## src/rtl/cas_pkg.sv

```systemverilog
// Shared constants for the change-of-signaling capture buffer.
// Assumes a T1 frame of 24 channel bytes and signaling every sixth frame.
package cas_pkg;
    localparam int ESF_FRAMES = 24;   // frames per extended superframe
    localparam int SF_FRAMES  = 12;   // frames per superframe
    localparam int SIG_EVERY  = 6;    // signaling frame spacing
    localparam int CODE_W     = 4;    // A,B,C,D
    localparam int FRM_W      = $clog2(ESF_FRAMES);
    localparam int ADDR_W     = 8;
    localparam int DATA_W     = 8;
    localparam int IMM_BASE   = 8'h01;
    localparam int DLY_BASE   = 8'h21;
    localparam int FLAG_BASE  = 8'h40;
endpackage

```

## src/rtl/cas_frame_pos.sv

```systemverilog
// Tracks channel and frame position from the multiframe start marker.
// Assumes mf_start only matters together with byte_valid; a mode change
// drops alignment until the next marker.
module cas_frame_pos
    import cas_pkg::*;
#(
    parameter int NUM_CH = 24,
    localparam int CH_W  = $clog2(NUM_CH)
) (
    input  logic            clk,
    input  logic            rst_n,
    input  logic            esf_mode,
    input  logic            byte_valid,
    input  logic            mf_start,
    output logic            pos_strobe,
    output logic [CH_W-1:0] pos_ch,
    output logic [1:0]      pos_slot,
    output logic            pos_is_sig,
    output logic            pos_last_slot
);
    localparam logic [FRM_W-1:0] SIG_PERIOD = FRM_W'(SIG_EVERY);
    localparam logic [CH_W-1:0]  LAST_CH    = CH_W'(NUM_CH - 1);

    logic [CH_W-1:0]  ch_q;
    logic [FRM_W-1:0] frm_q;
    logic             locked_q;
    logic             mode_q;
    logic             mode_chg;
    logic [FRM_W-1:0] cur_frm;
    logic [FRM_W-1:0] frm_last;
    logic [FRM_W-1:0] slot_full;

    // Decode the position of the byte presented this cycle.
    always_comb begin
        mode_chg      = (esf_mode != mode_q);
        pos_strobe    = byte_valid && (mf_start || (locked_q && !mode_chg));
        pos_ch        = mf_start ? '0 : ch_q;
        cur_frm       = mf_start ? '0 : frm_q;
        frm_last      = esf_mode ? FRM_W'(ESF_FRAMES - 1) : FRM_W'(SF_FRAMES - 1);
        pos_is_sig    = ((cur_frm % SIG_PERIOD) == SIG_PERIOD - 1'b1);
        slot_full     = cur_frm / SIG_PERIOD;
        pos_slot      = slot_full[1:0];
        pos_last_slot = (pos_slot == (esf_mode ? 2'd3 : 2'd1));
    end

    // Advance the channel/frame counters and keep the lock state.
    always_ff @(posedge clk) begin
        if (!rst_n) begin
            ch_q     <= '0;
            frm_q    <= '0;
            locked_q <= 1'b0;
            mode_q   <= esf_mode;
        end else begin
            mode_q <= esf_mode;
            if (pos_strobe) begin
                if (pos_ch == LAST_CH) begin
                    ch_q  <= '0;
                    frm_q <= (cur_frm == frm_last) ? '0 : cur_frm + 1'b1;
                end else begin
                    ch_q  <= pos_ch + 1'b1;
                    frm_q <= cur_frm;
                end
            end
            if (pos_strobe && mf_start)
                locked_q <= 1'b1;
            else if (mode_chg)
                locked_q <= 1'b0;
        end
    end
endmodule

```

## src/rtl/cas_sig_store.sv

```systemverilog
// Collects signaling bits per channel, forms the code at the last
// signaling frame, keeps the immediate and delayed banks and change flags.
// Assumes pos_ch never exceeds NUM_CH-1 (guaranteed by cas_frame_pos).
module cas_sig_store
    import cas_pkg::*;
#(
    parameter int NUM_CH = 24,
    localparam int CH_W  = $clog2(NUM_CH)
) (
    input  logic                     clk,
    input  logic                     rst_n,
    input  logic                     esf_mode,
    input  logic                     pos_strobe,
    input  logic [CH_W-1:0]          pos_ch,
    input  logic [1:0]               pos_slot,
    input  logic                     pos_is_sig,
    input  logic                     pos_last_slot,
    input  logic                     sig_bit,
    input  logic [NUM_CH-1:0]        flag_clr,
    output logic [NUM_CH*CODE_W-1:0] imm_flat,
    output logic [NUM_CH*CODE_W-1:0] dly_flat,
    output logic [NUM_CH-1:0]        flags,
    output logic [NUM_CH-1:0]        flag_set,
    output logic                     primed,
    output logic                     cmp_valid,
    output logic [CH_W-1:0]          cmp_ch,
    output logic [CODE_W-1:0]        cmp_code
);
    logic [CODE_W-1:0] acc_q [NUM_CH];
    logic [CODE_W-1:0] imm_q [NUM_CH];
    logic [CODE_W-1:0] dly_q [NUM_CH];
    logic [CODE_W-1:0] acc_cur;
    logic              code_differs;

    // Form the completed code from the held bits and the current bit.
    always_comb begin
        acc_cur      = acc_q[pos_ch];
        cmp_valid    = pos_strobe && pos_is_sig && pos_last_slot;
        cmp_ch       = pos_ch;
        cmp_code     = esf_mode ? {acc_cur[3], acc_cur[2], acc_cur[1], sig_bit}
                                : {acc_cur[3], sig_bit, acc_cur[3], sig_bit};
        code_differs = (cmp_code != imm_q[pos_ch]);
    end

    // Arm flagging once the first full multiframe has completed.
    always_ff @(posedge clk) begin
        if (!rst_n)
            primed <= 1'b0;
        else if (cmp_valid && pos_ch == CH_W'(NUM_CH - 1))
            primed <= 1'b1;
    end

    for (genvar g = 0; g < NUM_CH; g++) begin : g_chan
        logic hit;
        logic flag_q;
        assign hit         = pos_strobe && (pos_ch == CH_W'(g));
        assign flag_set[g] = hit && cmp_valid && primed && code_differs;

        // Hold signaling bits of the current multiframe for this channel.
        always_ff @(posedge clk) begin
            if (!rst_n)
                acc_q[g] <= '0;
            else if (hit && pos_is_sig && !pos_last_slot)
                acc_q[g][3 - pos_slot] <= sig_bit;
        end

        // Move the old immediate code to the delayed bank, load the new one.
        always_ff @(posedge clk) begin
            if (!rst_n) begin
                imm_q[g] <= '0;
                dly_q[g] <= '0;
            end else if (hit && cmp_valid) begin
                dly_q[g] <= imm_q[g];
                imm_q[g] <= cmp_code;
            end
        end

        // Change flag: a new set wins over a host clear.
        always_ff @(posedge clk) begin
            if (!rst_n)
                flag_q <= 1'b0;
            else
                flag_q <= flag_set[g] | (flag_q & ~flag_clr[g]);
        end

        assign flags[g]                       = flag_q;
        assign imm_flat[g*CODE_W +: CODE_W]   = imm_q[g];
        assign dly_flat[g*CODE_W +: CODE_W]   = dly_q[g];
    end
endmodule

```

## src/rtl/cas_host_port.sv

```systemverilog
// Registered host read port: decodes the address onto the two code banks
// and the packed flag bytes, and issues flag clears for flag-byte reads.
// Assumes all mapped ranges fit in the 8-bit address space.
module cas_host_port
    import cas_pkg::*;
#(
    parameter int NUM_CH    = 24,
    localparam int FLAG_BYT = (NUM_CH + 7) / 8
) (
    input  logic                     clk,
    input  logic                     rst_n,
    input  logic                     rd_en,
    input  logic [ADDR_W-1:0]        rd_addr,
    input  logic [NUM_CH*CODE_W-1:0] imm_flat,
    input  logic [NUM_CH*CODE_W-1:0] dly_flat,
    input  logic [NUM_CH-1:0]        flags,
    output logic [NUM_CH-1:0]        flag_clr,
    output logic [DATA_W-1:0]        rd_data
);
    logic [FLAG_BYT*8-1:0] flags_pad;
    logic [FLAG_BYT-1:0]   grp_hit;
    logic [DATA_W-1:0]     sel;

    assign flags_pad = {{(FLAG_BYT*8-NUM_CH){1'b0}}, flags};

    // Select which flag byte, if any, the current read addresses.
    for (genvar b = 0; b < FLAG_BYT; b++) begin : g_grp
        assign grp_hit[b] = rd_en && (rd_addr == ADDR_W'(FLAG_BASE + b));
    end

    // Spread each byte hit onto the flags it covers.
    for (genvar c = 0; c < NUM_CH; c++) begin : g_clr
        assign flag_clr[c] = grp_hit[c / 8];
    end

    // Address decode onto banks and flag bytes; unmapped reads give zero.
    always_comb begin
        sel = '0;
        for (int i = 0; i < NUM_CH; i++) begin
            if (rd_addr == ADDR_W'(IMM_BASE + i))
                sel = {{(DATA_W-CODE_W){1'b0}}, imm_flat[i*CODE_W +: CODE_W]};
            if (rd_addr == ADDR_W'(DLY_BASE + i))
                sel = {{(DATA_W-CODE_W){1'b0}}, dly_flat[i*CODE_W +: CODE_W]};
        end
        for (int b = 0; b < FLAG_BYT; b++) begin
            if (rd_addr == ADDR_W'(FLAG_BASE + b))
                sel = flags_pad[b*8 +: 8];
        end
    end

    // Register the read result on each strobe; hold otherwise.
    always_ff @(posedge clk) begin
        if (!rst_n)
            rd_data <= '0;
        else if (rd_en)
            rd_data <= sel;
    end
endmodule

```

## src/rtl/cas_capture_buffer.sv

```systemverilog
// Top of the change-of-signaling capture buffer: position tracking,
// code capture with two banks and flags, and the host read port.
// Assumes one channel byte per byte_valid strobe, in channel order.
module cas_capture_buffer
    import cas_pkg::*;
#(
    parameter int NUM_CH = 24,
    localparam int CH_W  = $clog2(NUM_CH)
) (
    input  logic              clk,
    input  logic              rst_n,
    input  logic              esf_mode,
    input  logic              byte_valid,
    input  logic [7:0]        byte_data,
    input  logic              mf_start,
    input  logic              rd_en,
    input  logic [ADDR_W-1:0] rd_addr,
    output logic [DATA_W-1:0] rd_data
);
    logic                     pos_strobe;
    logic [CH_W-1:0]          pos_ch;
    logic [1:0]               pos_slot;
    logic                     pos_is_sig;
    logic                     pos_last_slot;
    logic [NUM_CH*CODE_W-1:0] imm_flat;
    logic [NUM_CH*CODE_W-1:0] dly_flat;
    logic [NUM_CH-1:0]        flags;
    logic [NUM_CH-1:0]        flag_set;
    logic [NUM_CH-1:0]        flag_clr;
    logic                     primed;
    logic                     cmp_valid;
    logic [CH_W-1:0]          cmp_ch;
    logic [CODE_W-1:0]        cmp_code;
    logic                     unused_payload;

    assign unused_payload = ^byte_data[7:1];

    cas_frame_pos #(.NUM_CH(NUM_CH)) u_pos (
        .clk(clk), .rst_n(rst_n), .esf_mode(esf_mode),
        .byte_valid(byte_valid), .mf_start(mf_start),
        .pos_strobe(pos_strobe), .pos_ch(pos_ch), .pos_slot(pos_slot),
        .pos_is_sig(pos_is_sig), .pos_last_slot(pos_last_slot)
    );

    cas_sig_store #(.NUM_CH(NUM_CH)) u_store (
        .clk(clk), .rst_n(rst_n), .esf_mode(esf_mode),
        .pos_strobe(pos_strobe), .pos_ch(pos_ch), .pos_slot(pos_slot),
        .pos_is_sig(pos_is_sig), .pos_last_slot(pos_last_slot),
        .sig_bit(byte_data[0]), .flag_clr(flag_clr),
        .imm_flat(imm_flat), .dly_flat(dly_flat), .flags(flags),
        .flag_set(flag_set), .primed(primed), .cmp_valid(cmp_valid),
        .cmp_ch(cmp_ch), .cmp_code(cmp_code)
    );

    cas_host_port #(.NUM_CH(NUM_CH)) u_host (
        .clk(clk), .rst_n(rst_n), .rd_en(rd_en), .rd_addr(rd_addr),
        .imm_flat(imm_flat), .dly_flat(dly_flat), .flags(flags),
        .flag_clr(flag_clr), .rd_data(rd_data)
    );
endmodule

```

## config.mk

```make
export PLATFORM = sky130hd
export DESIGN_NAME = cas_capture_buffer
export DESIGN_NICKNAME = d
export VERILOG_FILES = /design/src/rtl/cas_pkg.sv /design/src/rtl/cas_frame_pos.sv /design/src/rtl/cas_sig_store.sv /design/src/rtl/cas_host_port.sv /design/src/rtl/cas_capture_buffer.sv
export SDC_FILE = /design/constraint.sdc
export NUM_CORES = 1
export LEC_CHECK = 0
export BUFFER_PORTS_ARGS = -buffer_cell sky130_fd_sc_hd__buf_2
export CORE_MARGIN = 4
export CORE_UTILIZATION = 48
export CTS_CLUSTER_DIAMETER = 200
export DETAILED_ROUTE_END_ITERATION = 8
export SLEW_MARGIN = 10
export SYNTH_ARGS = -nofsm -noshare
export SYNTH_HDL_FRONTEND = slang
export SYNTH_SLANG_ARGS = --single-unit
```

## constraint.sdc

```tcl
create_clock -name clk -period 5.05 [get_ports clk]
set_input_delay 0.7575 -clock clk [delete_from_list [all_inputs] [get_ports clk]]
set_output_delay 0.7575 -clock clk [all_outputs]
set_load 0.01 [all_outputs]
```

# Word-level counts from Yosys, hierarchy flattened
# Memory sizes are Yosys's and may differ from the RTL's.
# Index checks and enable logic that the tools add are counted.
[classes]
n_addsub = 3
div = 2
n_lt_le_gt_ge = 2
n_eq_ne = 79
n_mux = 352
bitwise = 195
n_reduce_logical = 159
[op_table]
columns = ["cell", "count"]
rows = [
  ["4-bit 2-to-1 mux", 120],
  ["1-bit 2-to-1 mux", 220],
  ["8-bit by 6-bit == test with 1-bit output, second input constant", 24],
  ["1-bit bitwise OR", 168],
  ["1-bit logical AND", 154],
  ["8-bit by 5-bit == test with 1-bit output, second input constant", 9],
  ["8-bit by 4-bit == test with 1-bit output, second input constant", 8],
  ["5-bit by 4-bit == test with 1-bit output, second input constant", 8],
  ["5-bit == test, second input constant", 8],
  ["8-bit by 3-bit == test with 1-bit output, second input constant", 4],
  ["32-bit by 1-bit >= comparator with 1-bit output, second input constant", 1],
  ["32-bit by 3-bit less-than comparator with 1-bit output, second input constant", 1],
  ["5-bit 2-to-1 mux", 6],
  ["5-bit by 3-bit == test with 1-bit output, second input constant", 5],
  ["1-bit bitwise AND", 24],
  ["8-bit by 7-bit == test with 1-bit output, second input constant", 3],
  ["8-bit 2-to-1 mux", 3],
  ["8-bit by 2-bit == test with 1-bit output, second input constant", 2],
  ["5-bit by 1-bit adder with 5-bit output, second input constant", 2],
  ["5-bit by 2-bit == test with 1-bit output, second input constant", 2],
  ["8-bit by 1-bit == test with 1-bit output, second input constant", 1],
  ["5-bit by 3-bit divider with 5-bit output, second input constant", 1],
  ["5-bit by 1-bit == test with 1-bit output, second input constant", 1],
  ["5-bit == test", 1],
  ["13 further kinds", 16],
]
[word_totals]
reg_bits = 45
ram_bits = 288
inputBits = 22
memories = 3
[mem_list]
columns = ["name", "depth", "width", "read_ports", "rd_clocked_by_memory_dff", "write_ports", "line_no", "source"]
rows = [
  ["u_store.acc_q", 24, 4, 1, 0, 24, "cas_sig_store.sv:29", "logic [CODE_W-1:0] acc_q [NUM_CH];"],
  ["u_store.dly_q", 24, 4, 24, 0, 24, "cas_sig_store.sv:31", "logic [CODE_W-1:0] dly_q [NUM_CH];"],
  ["u_store.imm_q", 24, 4, 25, 0, 24, "cas_sig_store.sv:30", "logic [CODE_W-1:0] imm_q [NUM_CH];"],
]

# Depth between registers and ports, before layout
# Gate-level depths: netlist of run 1.
[depth]
ltp_word = 52
ltp_mapped = 19
mapped_depth_nobuf = 14

# By module
# Synthesis of run 1 repeated with hierarchy kept, for this count alone.
[unflattened]
cells_unflattened = 1845
hier_area_um2 = 18176.2
[modules_own_cells]
columns = ["module", "n_inst", "cells_each", "area_each_um2"]
rows = [
  ["cas_sig_store", 1, 1156, 13553.0],
  ["cas_host_port", 1, 558, 3594.7],
  ["cas_frame_pos", 1, 131, 1028.5],
]

# Worst setup path after synthesis of run 1
# Ideal clock, no wire load.
[synth_path]
kind = "input -> register"
start = "input mf_start"
end = "memory u_store.dly_q[18][2] (netlist: u_store.dly_q[2][10]) (enable)"
setup_time_ns = 0.384
arrival_time_ns = 3.923
slack_ns = 0.743
path_stages = 17
n_path_buf = 4
path_cell_list = "buf_2 -> buf_2 -> nor2b_1 -> inv_1 -> ha_1 -> inv_1 -> o21a_1 -> xnor2_1 -> ha_1 -> inv_1 -> o211ai_2 -> and3b_1 -> buf_2 -> a211oi_2 -> nand3_1 -> clkbuf_1 -> o21ai_0"
[synth_rtl]
columns = ["item", "line_no", "source"]
rows = [
  ["start: declaration", "cas_capture_buffer.sv:15", "input logic mf_start,"],
  ["end: declaration", "cas_sig_store.sv:31", ""],
]

==> summary.md, run 1 <==
| Metric | Value |
|---|---|
| Post-synthesis net count | `1758` |
| Tmin final | `4.21 ns` |
| Multi-input gate area | `7580 um^2` |
| Final HPWL DP | `41500 um` |
| Final Hold Fails | `0` |
| PortBufs | `22` |
| CTS tree | `done` |
| Worst Setup EP | `u_store.dly_q[1][1]` |
| Crit path launch | `mf_start` |
| FMAX | `237 MHz` |
| Register area share after synthesis | `0.516` |
| Max VDD drop | `0.000262 V` |
| CP Class | `primary input to flop` |
| Worst clock skew | `0.0250 ns` |
| Post-CTS Hold Fix Bufs | `0` |
| TritonRoute pass-1 iters | `8` |
| Crit start category | `primary input` |
| Wire length on met1 | `23200 um` |
| Clock-pin slew on the worst setup and hold paths | `0.06 ns` |
| GR Overflow Total | `0` |
| Initial Util | `0.491` |
| WL met2 | `27400 um` |
| Final net count | `1754` |
| Unrepaired setup endpoints after global routing | `false` |
| Yosys warning count | `0` |
| Die height | `197 um` |
| Maximum level of the CTS H-tree | `2` |
| CTS Root Cell | `clkbuf_16` |
| Period utilisation layout | `0.834` |
| Core area | `34900 um^2` |
| Vias in the first global route | `14100` |
| Power per Cell Area | `317 nW/um^2` |
| Status | `finished clean` |
| DRT iter0 DRCs | `1766` |
| Initial antenna violation count | `0` |
| Post-CTS setup buffers | `0` |
| CTS buffer count | `36` |
| Final Slew Violations | `0` |
| Area growth syn-to-layout | `11.0%` |
| Cts repair resizes | `0` |
| Crit Path Max Fanout | `22` |
| Fillers | `3152` |
| Netlist cell types | `93` |
| Pin count of the biggest net entering global routing | `104` |
| Synthesized area | `17100 um^2` |
| Via Count | `14800` |
| Antenna-violating nets left | `0` |
| Pleak | `6.21 nW` |
| Syn Area/Cell | `9.92 um^2` |
| Worst-Margin Slew | `1.04 ns` |
| Min-delay src | `u_store.g_chan[4].flag_q` |
| Register area | `8830 um^2` |
| Clock Path Buffers | `3` |
| Die area | `38700 um^2` |
| Reg2reg setup slack | `0.88 ns` |
| Post-synth ARST share | `0` |
| Routability Congestion | `0.937` |
| Rows | `68` |
| Synthesized flop and latch total | `309` |
| Min-Delay Path Class | `flop to flop` |
| Final setup fails | `0` |
| Drt total wl | `59800 um` |
| DRC violations left | `0` |
| Tot GR Track Use | `0.304` |
| Synth Flop Type | `edfxtp_1` |
| DR vias/cell | `6.71` |
| CP arrival | `4.60 ns` |
| Sum Neg Setup Slack | `0 ns` |
| Highest metal used | `met4` |
| Post-Place Setup Slack | `0.385 ns` |
| # diodes | `0` |
| Num Clock Sinks | `309` |
| IO Count | `30` |
| R2R cell count | `12` |
| Crit. End Element | `flop` |
| Worst EP required | `5.43 ns` |
| Setup ws final | `0.838 ns` |
| Share of cells above drive strength 1 | `0.124` |
| Die width | `197 um` |
| Rel. slew slack | `0.308` |
| Max Cap Viol | `0` |
| Post-Synthesis Cells | `1726` |
| Commonest cells after routing, fill and taps aside | `edfxtp_1 (264), nor2_1 (245), o21ai_0 (165)` |
| Worst skew pair latency | `0.55 ns` |
| Commonest non-fill, non-tap cell in the layout | `edfxtp_1` |
| Routed len/inst | `27.1 um` |
| Reg-to-Reg End | `u_store.dly_q[1][1]` |
| Reg2Reg Launch Point | `u_pos.frm_q[4]` |
| Met3 routed wirelength | `6270 um` |
| First-pass GRT wire length | `89400 um` |
| Post-synth EDFFs | `264` |
## cell type report
type | instances | area share
sequential | 309 | 0.465
multi-input combinational | 1245 | 0.399
clock inverter | 16 | 0.00994
clock buffer | 48 | 0.0514
tap | 455 | 0.0300
timing repair buffer | 103 | 0.0398
inverter | 27 | 0.00533
## metal layers
metal	up-vias	track usage
met5	-	0
met4	0	0.124
li1	6502	-
met3	186	0.0591
met2	906	0.484
met1	7179	0.411
## synthesized netlist by cell type, types with 17 or more instances
library cell | number | area [um^2]
edfxtp_1 | 264 | 7930
nor2_1 | 245 | 920
o21ai_0 | 165 | 826
nand2_1 | 108 | 405
clkbuf_1 | 106 | 398
a21oi_1 | 91 | 455
and2_1 | 65 | 407
mux2i_1 | 46 | 460
dfxtp_1 | 45 | 901
nand3_1 | 44 | 220
and3_1 | 40 | 250
nor3_1 | 35 | 175
nand2b_1 | 27 | 169
o22ai_1 | 25 | 156
a221oi_1 | 24 | 210
inv_1 | 24 | 90.1
nand4_1 | 20 | 125
buf_2 | 19 | 95.1
nor2b_1 | 17 | 106
## report_power, final
group          leakage [nW]  total, W  switching, W  internal [W]
combinational          2.79  0.000491      0.000338      0.000154
clock                 0.553   0.00259       0.00107       0.00152
sequential             2.87   0.00295     0.0000719       0.00288
## worst min path at each step
stage                                     end  slack [ns]  depth (start not counted)
finish               u_store.g_chan[4].flag_q        0.45                          2
global route         u_store.g_chan[6].flag_q        0.48                          2
CTS                  u_store.g_chan[4].flag_q        0.45                          2
detailed placement  u_store.g_chan[15].flag_q        0.44                          2
global placement    u_store.g_chan[17].flag_q        0.43                          2
floorplan            u_store.g_chan[2].flag_q        0.42                          2
## stage by stage
stage	util	power (W)	area [um^2]	cells	hold WS (ns)
final	0.545	0.00603	19000	2203	0.452
after global routing	0.545	0.00620	19000	2203	0.479
after floorplan	-	0.00327	17100	1726	0.420
after detailed placement	0.511	0.00347	17800	2139	0.442
after global placement	0.511	0.00347	17800	2139	0.433
after CTS	0.545	0.00604	19000	2203	0.452
## worst max-delay path, stage by stage
cell and delay [ns]:
buf_2 0.33, nand4bb_1 0.27, ha_1 0.34, o21a_1 0.34, xnor2_1 0.17, ha_1 0.20
inv_1 0.06, o211ai_2 0.08, and3b_1 0.34, a211oi_2 0.40, and3_2 0.63, nand3_1 0.46
nor2_1 0.20
## cells by family after synthesis
family,after synthesis,synth area share
buffers and inverters,172,0.0431
multiplexers,70,0.0480
AND/OR/NAND/NOR,664,0.194
AO/OA/AOI/OAI,494,0.189
flip-flops,309,0.516
adder cells (fa/ha/maj),10,0.00731
XOR/XNOR,7,0.00358
## registers in the layout (all words and copies together) (netlist names)
name                   count
u_pos.frm_q                5
u_store.g_chan.flag_q     24
u_pos.ch_q                 5
u_store.acc_q             72
u_store.dly_q             96
u_pos.mode_q               1
u_store.primed             1
u_host.rd_data             8
u_pos.locked_q             1
u_store.imm_q             96
Power figures use the tool's default switching activity.
==> run 2: changes to the inputs <==
Settings changed: ABC_AREA from default to 1, PLACE_DENSITY from default to 0.66.
Clock period 5.05 ns to 3.86 ns, I/O delays scaled along.
==> summary.md, run 2 <==
| Metric | Value |
|---|---|
| CP Depth | `21` |
| DP Cell Count | `2480` |
| Drt total wl | `47600 um` |
| Final net count | `2102` |
| Crit start category | `flop` |
| Max VDD drop | `0.000398 V` |
| Most frequent cell after synthesis | `nor2_1` |
| Num Clock Sinks | `309` |
| Power per Cell Area | `409 nW/um^2` |
| Fillers | `3128` |
| Worst skew pair latency | `0.53 ns` |
| Top cells by area, synth | `edfxtp_1 (48%), nor2_1 (10%), nand2_1 (8.8%)` |
| Register area | `8830 um^2` |
| IO Count | `30` |
| Largest stage delay, worst path | `0.52 ns` |
| CP arrival | `3.65 ns` |
| Buf+Inv Stages, Crit Path | `7` |
| FMAX | `293 MHz` |
| Share of cells above drive strength 1 | `0.107` |
| Reg-to-Reg End | `u_store.acc_q[21][2]` |
| Reg2reg setup slack | `0.44 ns` |
| Core area | `33800 um^2` |
| Final Slew Violations | `0` |
| Share of the synthesized area in the top cell type | `0.479` |
| Routability Congestion | `0.960` |
| # diodes | `0` |
| Top delay family on crit path | `simple AND/OR/NAND/NOR gates` |
| CTS buffer count | `36` |
| Crit. End Element | `flop` |
| Synthesized flop and latch total | `309` |
| Post-CTS Hold Fix Bufs | `0` |
| Yosys warning count | `0` |
| Slowest cell on crit path | `nor3_1` |
| Tot GR Track Use | `0.247` |
| Register area share after synthesis | `0.533` |
| PortBufs | `22` |
| Post-Synthesis Cells | `2019` |
| Max Cap Viol | `0` |
| Top post-synthesis cells by count | `nor2_1 (444), nand2_1 (386), edfxtp_1 (264)` |
| Top cell by count, worst path | `nand2_1` |
| Final HPWL DP | `33400 um` |
| Crit Path Max Fanout | `23` |
| Reg2Reg Launch Point | `u_pos.frm_q[0]` |
| DRC violations left | `0` |
| Synthesized area | `16600 um^2` |
| Grt peak-use layer | `met2` |
| Worst hold path endpoint | `u_pos.mode_q` |
| Via Count | `14100` |
| Netlist cell types | `44` |
| WHS | `0.312 ns` |
| Initial Util | `0.490` |
| Min-Delay Path Class | `primary input to flop` |
| Antenna-violating nets left | `0` |
| Commonest cells after routing, fill and taps aside | `nor2_1 (444), nand2_1 (386), edfxtp_1 (264)` |
| Clock-pin slew on the worst setup and hold paths | `0.06 ns` |
| Syn Area/Cell | `8.20 um^2` |
| Unrepaired setup endpoints after global routing | `false` |
| CTS tree | `done` |
| Largest regs | `u_store.dly_q (96), u_store.imm_q (96), u_store.acc_q (72)` |
| Worst-Margin Slew | `1.15 ns` |
| Synth Flop Type | `edfxtp_1` |
| Final cell count without fillers | `2546` |
| DR vias/cell | `5.53` |
| Tmin final | `3.42 ns` |
| CTS Root Cell | `clkbuf_16` |
| GR Overflow Total | `0` |
| DRT iter0 DRCs | `1255` |
| Rows | `67` |
| Multi-input gate area | `6310 um^2` |
| TritonRoute pass-1 iters | `6` |
| R2R cell count | `21` |
| GRT met2 Usage | `0.401` |
| Post-synth EDFFs | `264` |
| Worst EP required | `4.09 ns` |
| Die height | `194 um` |
| Met1 usage | `0.339` |
| Final Hold Fails | `0` |
| Area growth syn-to-layout | `12.6%` |
| Final setup fails | `0` |
| Crit-path cells | `inv_1 > nor2_1 > inv_1 > ha_1 > nand3_1 > nand2_2 > inv_2 > nand2_1 > nand2_1 > inv_1 > ha_1 > nor2_1 > nand3_2 > inv_2 > nor2_1 > inv_1 > nand2_1 > buf_4 > nor3_1 > nand2_1 > nand2_1` |
| Pin count of the biggest net entering global routing | `97` |
| Rel. slew slack | `0.233` |
| Clock Path Buffers | `3` |
| Vias in the first global route | `13600` |
| Routed len/inst | `18.7 um` |
| Met3 usage | `0.0363` |
| Cts repair resizes | `0` |
| Maximum level of the CTS H-tree | `2` |
| First-pass GRT wire length | `74100 um` |
| Hold depth | `1` |
| Die area | `37500 um^2` |
| Status | `finished clean` |
| Min-delay src | `esf_mode` |
| Commonest non-fill, non-tap cell in the layout | `nor2_1` |
| Post-CTS setup buffers | `0` |
| Post-synth top area cell | `edfxtp_1` |
| Worst clock skew | `0.0207 ns` |
| Initial antenna violation count | `0` |
| Post-synth ARST share | `0` |
| Pleak | `7.11 nW` |
| Period utilisation layout | `0.885` |
| Post-synthesis net count | `2051` |
| CP Class | `flop to flop` |
| Die width | `194 um` |
## run 2: cell count changes after synthesis, sizes merged, moves of 39 or more
cell and change:
nand2 +284, inv +247, nor2 +211, and2 -65
clkbuf -54, mux2i -46, and3 -39
## run 2: worst reg2reg max path, delay by kind of cell, from the launching register on
kind          cells  cell delay [ns]
flops             1             0.33
simple gates     12             1.63
fa+ha+maj         2             0.38
buf+inv           7             0.79
## run 2: kinds of logic after synthesis
family          Yosys count  share of synthesized area
simple gates           1001                      0.258
buf+inv                 359                     0.0855
compound gates          331                      0.110
flops                   309                      0.533
fa+ha+maj                10                    0.00756
xor+xnor                  9                    0.00476
## run 2: cell type report
class	count	share of cell area
Clock buffer	50	0.0528
Tap cell	448	0.0301
Inverter	275	0.0554
Multi-Input combinational cell	1351	0.339
Sequential cell	309	0.474
Timing Repair Buffer	97	0.0403
Clock inverter	16	0.00900
## run 2: through the flow
step / utilization / power (W) / setup WS (ns) / area (um^2) / TNS (ns)
finish: 0.552 / 0.00762 / 0.445 / 18600 / 0
global route: 0.552 / 0.00786 / 0.0345 / 18600 / 0
CTS: 0.552 / 0.00765 / 0.449 / 18600 / 0
detailed placement: 0.518 / 0.00432 / -0.0322 / 17500 / -0.0322
global placement: 0.518 / 0.00431 / -0.00126 / 17500 / -0.00126
floorplan: - / 0.00412 / 0.116 / 16600 / 0
## run 2: worst max path at each step
stage / from / endpoint / slack, ns
6_report: u_pos.frm_q[0] / u_store.acc_q[21][2] / 0.44
3_3_place_gp: rd_addr[0] / u_host.rd_data[0] / -0.001
4_1_cts: u_pos.frm_q[0] / u_store.acc_q[9][1] / 0.45
5_1_grt: u_pos.frm_q[0] / u_store.acc_q[9][3] / 0.03
3_5_place_dp: mf_start / u_store.acc_q[9][1] / -0.03
2_1_floorplan: mf_start / u_store.dly_q[2][16] / 0.12
## run 2: routing by layer
metal / wire length (um) / up-vias
met1: 20300 / 6668
li1: - / 6773
met4: 1810 / 0
met5: 0 / -
met3: 3360 / 107
met2: 22200 / 544
## run 2: power by group
| group | internal, W | switching [W] | leakage (nW) |
|---|---|---|---|
| Clock | 0.00200 | 0.00137 | 0.559 |
| Sequential | 0.00371 | 0.0000470 | 3.09 |
| Combinational | 0.000123 | 0.000374 | 3.46 |
| Total | 0.00583 | 0.00179 | 7.11 |
